File: src/rtl/irq_entry_seq.sv
module irq_entry_seq #(
  parameter int          DW       = 16,
  parameter int          PRI_W    = 3,
  parameter int          VEC_W    = 8,
  parameter int          PRIV_BIT = 15,
  parameter int          PRI_LSB  = 8,
  parameter int          CC_W     = 3,
  parameter logic [15:0] TBL_BASE = 16'h0100
) (
  input  logic             clk,
  input  logic             rst_n,
  input  logic             instr_done,
  input  logic             irq_req,
  input  logic             irq_en,
  input  logic [PRI_W-1:0] irq_pri,
  input  logic [VEC_W-1:0] irq_vec,
  input  logic [DW-1:0]    psr_in,
  input  logic [DW-1:0]    r6_in,
  input  logic [DW-1:0]    pc_in,
  input  logic [DW-1:0]    ssp_in,
  input  logic [DW-1:0]    mem_rdata,
  output logic             busy,
  output logic             done,
  output logic             r6_we,
  output logic [DW-1:0]    r6_wdata,
  output logic             usp_we,
  output logic [DW-1:0]    usp_wdata,
  output logic             psr_we,
  output logic [DW-1:0]    psr_wdata,
  output logic             pc_we,
  output logic [DW-1:0]    pc_wdata,
  output logic             mem_we,
  output logic             mem_re,
  output logic [DW-1:0]    mem_addr,
  output logic [DW-1:0]    mem_wdata
);

  typedef enum logic [2:0] {S_IDLE, S_SWITCH, S_PUSH_PSR, S_PUSH_PC, S_FETCH, S_LOAD} st_t;

  st_t              st;
  logic [DW-1:0]    sp, psr_old, pc_old, usp_old;
  logic [VEC_W-1:0] vec;
  logic [PRI_W-1:0] pri;
  logic             from_user;

  wire          take   = (st == S_IDLE) && instr_done && irq_req && irq_en &&
                         (irq_pri > psr_in[PRI_LSB +: PRI_W]);
  wire [DW-1:0] sp_dec = sp - DW'(1);
  wire [DW-1:0] vaddr  = TBL_BASE + DW'(vec);
  wire          pushing = (st == S_PUSH_PSR) || (st == S_PUSH_PC);

  function automatic logic [DW-1:0] entry_psr(input logic [DW-1:0] p, input logic [PRI_W-1:0] lvl);
    logic [DW-1:0] r;
    r = p;
    r[PRIV_BIT] = 1'b0;
    r[PRI_LSB +: PRI_W] = lvl;
    r[CC_W-1:0] = '0;
    return r;
  endfunction

  always_ff @(posedge clk) begin
    if (!rst_n) begin
      st        <= S_IDLE;
      sp        <= '0;
      psr_old   <= '0;
      pc_old    <= '0;
      usp_old   <= '0;
      vec       <= '0;
      pri       <= '0;
      from_user <= 1'b0;
    end else begin
      case (st)
        S_IDLE: if (take) begin
          st        <= S_SWITCH;
          psr_old   <= psr_in;
          pc_old    <= pc_in;
          usp_old   <= r6_in;
          vec       <= irq_vec;
          pri       <= irq_pri;
          from_user <= psr_in[PRIV_BIT];
          sp        <= psr_in[PRIV_BIT] ? ssp_in : r6_in;
        end
        S_SWITCH:   st <= S_PUSH_PSR;
        S_PUSH_PSR: begin st <= S_PUSH_PC; sp <= sp_dec; end
        S_PUSH_PC:  begin st <= S_FETCH;   sp <= sp_dec; end
        S_FETCH:    st <= S_LOAD;
        default:    st <= S_IDLE;
      endcase
    end
  end

  assign busy      = (st != S_IDLE);
  assign done      = (st == S_LOAD);
  assign usp_we    = (st == S_SWITCH) && from_user;
  assign usp_wdata = usp_old;
  assign psr_we    = (st == S_SWITCH);
  assign psr_wdata = entry_psr(psr_old, pri);
  assign r6_we     = usp_we || pushing;
  assign r6_wdata  = pushing ? sp_dec : sp;
  assign mem_we    = pushing;
  assign mem_re    = (st == S_FETCH);
  assign mem_addr  = pushing ? sp_dec : (mem_re ? vaddr : '0);
  assign mem_wdata = (st == S_PUSH_PSR) ? psr_old : pc_old;
  assign pc_we     = done;
  assign pc_wdata  = mem_rdata;

  AST_TAKE_QUALIFIED: assert property (@(posedge clk) disable iff (!rst_n)
    $rose(busy) |-> $past(instr_done && irq_req && irq_en && (irq_pri > psr_in[PRI_LSB +: PRI_W])));
  AST_DONE_PULSE: assert property (@(posedge clk) disable iff (!rst_n)
    done |=> !done && !busy);
  AST_NO_RW_CLASH: assert property (@(posedge clk) disable iff (!rst_n)
    !(mem_we && mem_re));
  AST_USP_WITH_SWITCH: assert property (@(posedge clk) disable iff (!rst_n)
    usp_we |-> (r6_we && psr_we));
  AST_PUSH_FOLLOWS_PSR: assert property (@(posedge clk) disable iff (!rst_n)
    (mem_we && !$past(mem_we)) |-> $past(psr_we));
  AST_PRIV_CLEARED: assert property (@(posedge clk) disable iff (!rst_n)
    psr_we |-> !psr_wdata[PRIV_BIT]);
  AST_RESET_QUIET: assert property (@(posedge clk)
    !rst_n |=> !busy);

endmodule

File: config.mk
export PLATFORM = sky130hd
export DESIGN_NAME = irq_entry_seq
export DESIGN_NICKNAME = d
export VERILOG_FILES = /design/src/rtl/irq_entry_seq.sv
export SDC_FILE = /design/constraint.sdc
export NUM_CORES = 1
export LEC_CHECK = 0
export BUFFER_PORTS_ARGS = -buffer_cell sky130_fd_sc_hd__clkbuf_2
export CELL_PAD_IN_SITES_DETAIL_PLACEMENT = 1
export CELL_PAD_IN_SITES_GLOBAL_PLACEMENT = 2
export CORE_UTILIZATION = 25
export CTS_BUF_LIST = sky130_fd_sc_hd__clkbuf_8
export DETAILED_ROUTE_END_ITERATION = 6
export PLACE_DENSITY = 0.77
export SKIP_CTS_REPAIR_TIMING = 1
export SLEW_MARGIN = 0
export SYNTH_ARGS = -nofsm -noshare
export SYNTH_HDL_FRONTEND = slang
export SYNTH_SLANG_ARGS = --single-unit
export TNS_END_PERCENT = 1
File: constraint.sdc
create_clock -name clk -period 3.8 [get_ports clk]
set_input_delay 0.38 -clock clk [delete_from_list [all_inputs] [get_ports clk]]
set_output_delay 0.38 -clock clk [all_outputs]
set_load 0.01 [all_outputs]
==> flow_summary.toml, run 1 <==
[floorplan]
die-height_um = 134.3
core.rowCount = 48
core_area_mm2 = 0.01718
start_util_pct = 25.48
die-area_mm2 = 0.01804
die_w_um = 134.3
pin_count = 200

[critical_path]
cp.required_ps = 3420
path_max_fanout = 4
cp.arrival_ps = 2670
crit_type = "reg -> out"
cp-end-kind = "output port"
startpoint_type = "flip-flop"

[global_route]
grt.overflow.total = 0
grt_first_pass_wirelength_mm = 22.94
grtUsageTotal_pct = 16.60
first_global_vias = 4193
antenna_found_initial = 0
grt_max_degree = 53

[layout]
regArea_mm2 = 0.001562
drive_above_1_share_pct = 33.89
multi_input_area_mm2 = 0.002323
final_net_count = 759
n_fill_cell = 2139
fin_util_pct = 30.54
final_cell_area_mm2 = 0.005246
syn2layout_area_growth_pct = 19.87
fin_cells = 889
antenna_cells = 0

[timing]
tightest_slew_ps = 917.8
tns_ps = 0
fin_crit_sh_pct = 80.19
max_freq_mhz = 328.2
report.final.slew_viol_count = 0
rsz0062_at_grt = "no"
hold_slack_ps = 214.5
finalSetupViolCount = 0
fin_ws_ps = 752.9
period_needed_ps = 3047
hold_viol = 0
skew_ps = 12.14
relSlewSlack_pct = 38.55

[power]
switchingPower_mw = 0.7547
clkPwrFrac_pct = 29.2
power_frac_seq_pct = 42.1
cellPowerDensity_mw_per_mm2 = 409.2
combPwrFrac_pct = 28.7
ir_worst_vdd_v = 0.0001743
p_int_mw = 1.392
power.leakage_nw = 2.338
switching_share_pct = 35.16
finalPower_mw = 2.147

[logic_synthesis]
yosys.area.top_type = "dfxtp_1"
ys.flop_type = "dfxtp_1"
ys_ff_latch = 78
synthDistinctLibCells = 56
async_flop_share_pct = 0
yosysTopAreaCellShare_pct = 35.68
synth_common_cells = "nand2_1, dfxtp_1, a21oi_1"
ys_top_cells_by_area = "dfxtp_1, nand2_1, a21oi_1, buf_4, mux2_2"
synth_area_mm2 = 0.004377
synth_edf_count = 0
synth_cells = 552
ys_warn_count = 0
avgSynthCellArea_um2 = 7.929
seq_area_frac_synth_pct = 35.68
yosysMostFrequentCell = "nand2_1"

[detailed_routing]
wire_per_inst_um = 16.65
dr_wl_met2_mm = 7.369
via_per_inst = 4.658
routed.top_layer = "met4"
dr.pass1.iters = 4
route.met3.wl_um = 722
drtIter0Drc = 149
drc = 0
routed_wl_mm = 14.80
met1_length_mm = 6.589
vias = 4141
ant_nets = 0

[clock_tree]
cts_made_buffers = 9
clkSlewWorstSetupHoldPaths_ps = 90
cts_tree = "done"
clockBufferDepth = 2
numClockSinks = 78
htreeDepth = 3
clockRootBuffer = "clkbuf_8"
clk_latency_ps = 380

[placed_design]
place_inst = 873
placed_cell_area_mm2 = 0.005054
io_buffers = 163
dp_hpwl_mm = 10.83
gp_congestion = 0.7093
post-place-ws_ps = 1021

[status]
outcome = "complete, no violations"

[flow_run]
drv_cap = 0

[min_path]
hold_class = "in -> reg"
layout by cell type, fill, tap and decap left out, types with 3 or more instances in the layout:
cell type,n
buf_4,6
clkbuf_2,163
nand3_1,6
clkbuf_8,11
or3_1,5
o32ai_1,3
nor3_1,8
conb_1,4
or4_4,3
o21a_1,4
dfxtp_1,78
mux2i_1,14
xnor2_1,16
a21oi_1,69
xor2_1,12
o22ai_1,3
and3_1,4
nor4_1,4
nand2_1,136
ha_1,4
nor2_1,26
a21o_1,4
mux2_2,18
o21ai_0,13
inv_1,6
routing by layer:
metal	up-vias	global-route usage [%]
met5	-	0
met4	0	3.683
met3	17	4.686
met2	102	28.30
met1	1985	20.67
li1	2037	-
final timing paths:
path	startpoint	slack (ps)	cells after the start	end
setup / recovery	sp[0]	750	7	r6_wdata[12]
hold / removal	psr_in[0]	210	3	psr_old[0]
setup reg to reg	st[2]	1330	5	sp[7]
hold reg to reg	pc_old[14]	460	2	pc_old[14]
worst max-delay path, cell delays in order (launching register included):
cell and delay [ps]:
dfxtp_1 340, inv_1 110, ha_1 230, or4b_2 660, or3_1 450, nor2_1 180
xor2_1 160, clkbuf_2 160
power groups by stage:
stage | registers [mW] | logic [mW] | clock network (mW)
2_1_floorplan | 0.892 | 0.490 | 0
3_3_place_gp | 0.920 | 0.614 | 0
3_5_place_dp | 0.923 | 0.624 | 0
4_1_cts | 0.904 | 0.628 | 0.656
5_1_grt | 0.912 | 0.681 | 0.690
6_report | 0.904 | 0.616 | 0.627
kinds of logic (layout without fill, tap and decap cells):
kind of cell,count (synthesis),count (layout),share of synthesized area [%]
multiplexers,32,32,7.833
AND/OR/NAND/NOR,216,216,22.73
flip-flops,78,78,35.68
other,1,4,0.08568
AO/OA/AOI/OAI,110,110,14.98
buffers and inverters,83,192,11.95
adder cells (fa/ha/maj),4,4,1.144
XOR/XNOR,28,28,5.603
registers in the layout (all words and copies together) (netlist names):
name,flops
pc_old,16
pri,3
psr_old,16
sp,16
st,3
usp_wdata,16
vec,8
cell type report:
| cell class | instances | share of cell area, % |
|---|---|---|
| clock inverter | 5 | 0.7870 |
| multi-input combinational | 394 | 44.29 |
| sequential | 78 | 29.76 |
| tap | 225 | 5.366 |
| clock buffer | 11 | 2.886 |
| inverter | 7 | 0.5008 |
| timing repair buffer | 169 | 16.41 |
No activity file was read; power rests on OpenSTA's default activity.
==> run 2: changes to the inputs <==
Settings changed: CORE_UTILIZATION 25 to 23, PLACE_DENSITY 0.77 to 0.75.
Clock period 3.8 ns to 2.6 ns, I/O delays scaled along.
==> run 2 against run 1 <==
Net effect:
- sequential cell count stayed put
- clock skew is 3.9 ps lower
- critical path depth stayed put
- power is 56% higher
- core utilization is 1.3 points lower
- global-route usage is 0.79 points lower
- worst hold slack worse by 110 ps
- clock power is 57% higher
- clock-buffer cell count is 1 higher
==> flow_summary.toml, run 2 (synthesized netlist as in run 1, its figures left out) <==
[global_route]
grt_max_degree = 60
first_global_vias = 4320
grtUsageTotal_pct = 15.81
grt.overflow.total = 0
grt_first_pass_wirelength_mm = 23.76
antenna_found_initial = 0

[layout]
final_cell_area_mm2 = 0.005474
antenna_cells = 0
layout_common_cells = "clkbuf_2, nand2_1, dfxtp_1"
drive_above_1_share_pct = 37.24
syn2layout_area_growth_pct = 25.07
fin_util_pct = 29.26
final_net_count = 770
layout_commonest_cell = "clkbuf_2"
n_fill_cell = 2258
fin_cells = 908

[timing]
rsz0062_at_grt = "yes"
relSlewSlack_pct = 52.10
tns_ps = 0
tightest_slew_ps = 718.5
hold_viol = 0
period_needed_ps = 2543
fin_crit_sh_pct = 97.82
report.final.slew_viol_count = 0
hold_slack_ps = 105.6
max_freq_mhz = 393.2
finalSetupViolCount = 0
fin_ws_ps = 56.55
skew_ps = 8.246

[clock_tree]
cts_made_buffers = 9
htreeDepth = 3
cts_tree = "done"
clockRootBuffer = "clkbuf_8"
clk_latency_ps = 370
clkSlewWorstSetupHoldPaths_ps = 80
numClockSinks = 78
clockBufferDepth = 2

[power]
cellPowerDensity_mw_per_mm2 = 611.6
combPwrFrac_pct = 31.4
switching_share_pct = 33.13
power.leakage_nw = 2.417
finalPower_mw = 3.348
power_frac_seq_pct = 39.1
ir_worst_vdd_v = 0.0002137
p_int_mw = 2.239
switchingPower_mw = 1.109
clkPwrFrac_pct = 29.5

[placed_design]
io_buffers = 163
dp_hpwl_mm = 11.61
place_inst = 891
gp_congestion = 0.7975
post-place-ws_ps = 73.18
placed_cell_area_mm2 = 0.005172

[floorplan]
start_util_pct = 23.40
core_area_mm2 = 0.01871
core.rowCount = 50
die-height_um = 139.9
pin_count = 200
die_w_um = 139.9
die-area_mm2 = 0.01958

[min_path]
hold_class = "in -> reg"

[detailed_routing]
ant_nets = 0
drc = 0
drtIter0Drc = 192
routed_wl_mm = 15.48
dr.pass1.iters = 4
via_per_inst = 4.624
wire_per_inst_um = 17.05
vias = 4199

[critical_path]
crit_type = "reg -> out"
startpoint_type = "flip-flop"
cp.arrival_ps = 2280
cp.depth = 7
cp_top_family = "simple AND/OR/NAND/NOR gates"
r2r_slack_ps = 390
max_stage_delay_ps = 500
critical_path.endpoint = "r6_wdata[12]"
timing.rr.end = "sp[13]"
crit_chain = "inv_2 -> ha_1 -> or4b_4 -> or3_4 -> nor2_4 -> xor2_1 -> buf_2"
cp-end-kind = "output port"
timing.critical_path.buf_inv = 2
path_max_fanout = 4
reg2reg_from = "st[2]"
worst_path_max_delay_cell = "or4b_4"
r2r_cells = 6
cp.required_ps = 2340
crit_start = "sp[0]"

[flow_run]
drv_cap = 0

[status]
outcome = "complete, no violations"
-- run 2: changes by cell type in the layout (fill, tap and decap cells not counted), sizes merged --
| cell | before | now |
|---|---|---|
| bufinv | 0 | 1 |
| inv | 8 | 6 |
| buf | 6 | 18 |
| clkinv | 2 | 1 |
-- run 2: worst reg2reg max path, delay by kind of cell (launching register included) --
family | cells | cell delay, ps
AND/OR/NAND/NOR | 2 | 820
flip-flops | 1 | 380
buffers and inverters | 1 | 290
AO/OA/AOI/OAI | 3 | 620
-- run 2: worst min-delay path by stage --
stage,startpoint,endpoint,cells past startpoint
2_1_floorplan,pc_in[0],pc_old[0],2
3_3_place_gp,pc_old[10],pc_old[10],2
3_5_place_dp,vec[4],vec[4],2
4_1_cts,irq_vec[2],vec[2],3
5_1_grt,irq_vec[2],vec[2],3
6_report,pc_in[7],pc_old[7],3
-- run 2: per-layer routing --
| layer | global-route usage, % | part of all wire [%] | up-vias |
|---|---|---|---|
| li1 | - | - | 2054 |
| met4 | 5.784 | 1.7 | 0 |
| met5 | 0 | 0 | - |
| met1 | 20.11 | 45 | 2016 |
| met2 | 26.13 | 48 | 109 |
| met3 | 3.521 | 5.4 | 20 |
-- run 2: layout make-up --
cell class,instances,area [µm²],share of cell area [%]
timing repair buffer,180,993.5,18.15
inverter,7,30.03,0.5486
sequential,78,1568,28.64
multi-input combinational,394,2382,43.52
tap,234,292.8,5.349
clock buffer,12,165.2,3.017
clock inverter,3,42.54,0.7771
-- run 2: power by group through the flow --
stage | sequential [mW] | combinational [mW] | clock (mW)
after floorplan | 1.30 | 0.716 | 0
after global placement | 1.33 | 0.949 | 0
after detailed placement | 1.33 | 0.966 | 0
after CTS | 1.31 | 0.969 | 1.03
after global routing | 1.32 | 1.15 | 1.08
final | 1.31 | 1.05 | 0.987
==> run 3: changes to the inputs <==
Settings changed: GPL_TIMING_DRIVEN set to 0, PLACE_DENSITY 0.75 to 0.82.
==> run 3 against run 2 <==
Net effect:
- the flow now finishes with violations (setup timing)
- sequential cell count unchanged
- highest routed layer unchanged
- sequential power is essentially flat
- final cell count is 8.6% higher
- die area is the same
- critical path depth increased by 1
- via count is 5.3% higher
- non-clock buffer count up 77
- clock skew is 0.90 ps higher
- register-to-register slack got worse by 190 ps
- global-route usage is 1.1 points higher
- largest cell class unchanged
==> flow_summary.toml, run 3 (synthesized netlist as in run 1, its figures left out) <==
[critical_path]
crit_type = "reg -> out"
max_stage_delay_ps = 490
crit_top_cell = "buf_4"
timing.critical_path.buf_inv = 4
startpoint_type = "flip-flop"
path_max_fanout = 8
cp_top_family = "simple AND/OR/NAND/NOR gates"
worst_path_max_delay_cell = "or4_4"
reg2reg_from = "st[0]"
crit_chain = "buf_6 -> or4_4 -> buf_4 -> nor4_4 -> buf_4 -> nand2_1 -> xnor2_1 -> clkbuf_2"
cp-end-kind = "output port"
cp.arrival_ps = 2360
crit_start = "sp[3]"
cp.required_ps = 2340
r2r_cells = 9
timing.rr.end = "psr_old[1]"
r2r_slack_ps = 200

[global_route]
grt_first_pass_wirelength_mm = 24.85
grt.overflow.total = 0
grt_max_degree = 15
antenna_found_initial = 0
grtUsageTotal_pct = 16.90
first_global_vias = 4395

[power]
finalPower_mw = 3.398
power.leakage_nw = 2.706
ir_worst_vdd_v = 0.0002026
cellPowerDensity_mw_per_mm2 = 579.1

[layout]
fin_util_pct = 31.37
layout_common_cells = "clkbuf_2, nand2_1, dfxtp_1"
layout_commonest_cell = "clkbuf_2"
antenna_cells = 0
n_fill_cell = 2312
final_net_count = 847
fin_cells = 986
syn2layout_area_growth_pct = 34.08
drive_above_1_share_pct = 39.89
final_cell_area_mm2 = 0.005868

[detailed_routing]
wire_per_inst_um = 16.79
drc = 0
via_per_inst = 4.483
drtIter0Drc = 217
ant_nets = 0
dr.pass1.iters = 4
vias = 4420
routed_wl_mm = 16.55

[floorplan]
start_util_pct = 23.40
die-height_um = 139.9
pin_count = 200
core_area_mm2 = 0.01871
die_w_um = 139.9
die-area_mm2 = 0.01958
core.rowCount = 50

[placed_design]
gp_congestion = 0.7893
dp_hpwl_mm = 12.67
io_buffers = 178
post-place-ws_ps = -22.56
place_inst = 967
placed_cell_area_mm2 = 0.005572

[timing]
tns_ps = -27.82
relSlewSlack_pct = 33.07
finalSetupViolCount = 3
fin_crit_sh_pct = 100.7
rsz0062_at_grt = "yes"
report.final.slew_viol_count = 0
fin_ws_ps = -17.45
skew_ps = 9.149
tightest_slew_ps = 1004
hold_slack_ps = 96.78
period_needed_ps = 2617
hold_viol = 0
max_freq_mhz = 382.1

[clock_tree]
clockRootBuffer = "clkbuf_8"
numClockSinks = 78
clockBufferDepth = 2
cts_tree = "done"
clkSlewWorstSetupHoldPaths_ps = 90
cts_made_buffers = 9
clk_latency_ps = 370
htreeDepth = 3

[min_path]
worstHoldPathCells = 3
hold_end = "psr_old[7]"
hold_class = "in -> reg"
hold_start = "psr_in[7]"

[status]
outcome = "finished, violations left"
failed_checks = "setup timing"

[flow_run]
drv_cap = 0
==> run 3: cell count changes in the layout (fill, tap and decap cells not counted), moves of 4 or more <==
cell / before / now
buf_4: 13 / 34
buf_2: 1 / 17
clkbuf_1: 0 / 16
clkbuf_2: 162 / 178
buf_6: 0 / 10
buf_12: 4 / 0
dfxtp_1: 73 / 77
dfxtp_2: 5 / 1
==> run 3: per-layer routing <==
metal	up-vias	GRT usage, %	routed length [µm]
met5	-	0	0
met4	0	4.858	179
met3	11	2.974	704
met2	110	28.18	7929
met1	2087	22.25	7737
li1	2212	-	-
==> run 3: layout make-up <==
class | instances | area, µm² | area share, %
inverter | 7 | 26.28 | 0.4478
clock buffer | 9 | 123.9 | 2.111
buffer | 75 | 499.2 | 8.507
multi-input combinational | 394 | 2369 | 40.36
tap | 234 | 292.8 | 4.989
sequential | 78 | 1563 | 26.63
clock inverter | 7 | 73.82 | 1.258
timing repair buffer | 182 | 920.9 | 15.69
==> run 3: how the worst max path moves through the flow <==
stage | depth (start not counted) | end
6_report | 8 | r6_wdata[13]
2_1_floorplan | 6 | r6_wdata[12]
5_1_grt | 7 | r6_wdata[12]
3_5_place_dp | 7 | r6_wdata[12]
4_1_cts | 7 | r6_wdata[12]
3_3_place_gp | 5 | sp[7]
==> run 3: tightest hold or removal path, stage by stage <==
cell	delay, ps
clkbuf_2	80
nand2_1	40
a21oi_1	50
==> run 3: report_power, final <==
part | switching (mW) | internal (mW) | leakage (nW)
registers | 0.0390 | 1.25 | 0.632
clock network | 0.521 | 0.447 | 0.0996
logic | 0.621 | 0.524 | 1.97
total | 1.18 | 2.22 | 2.71
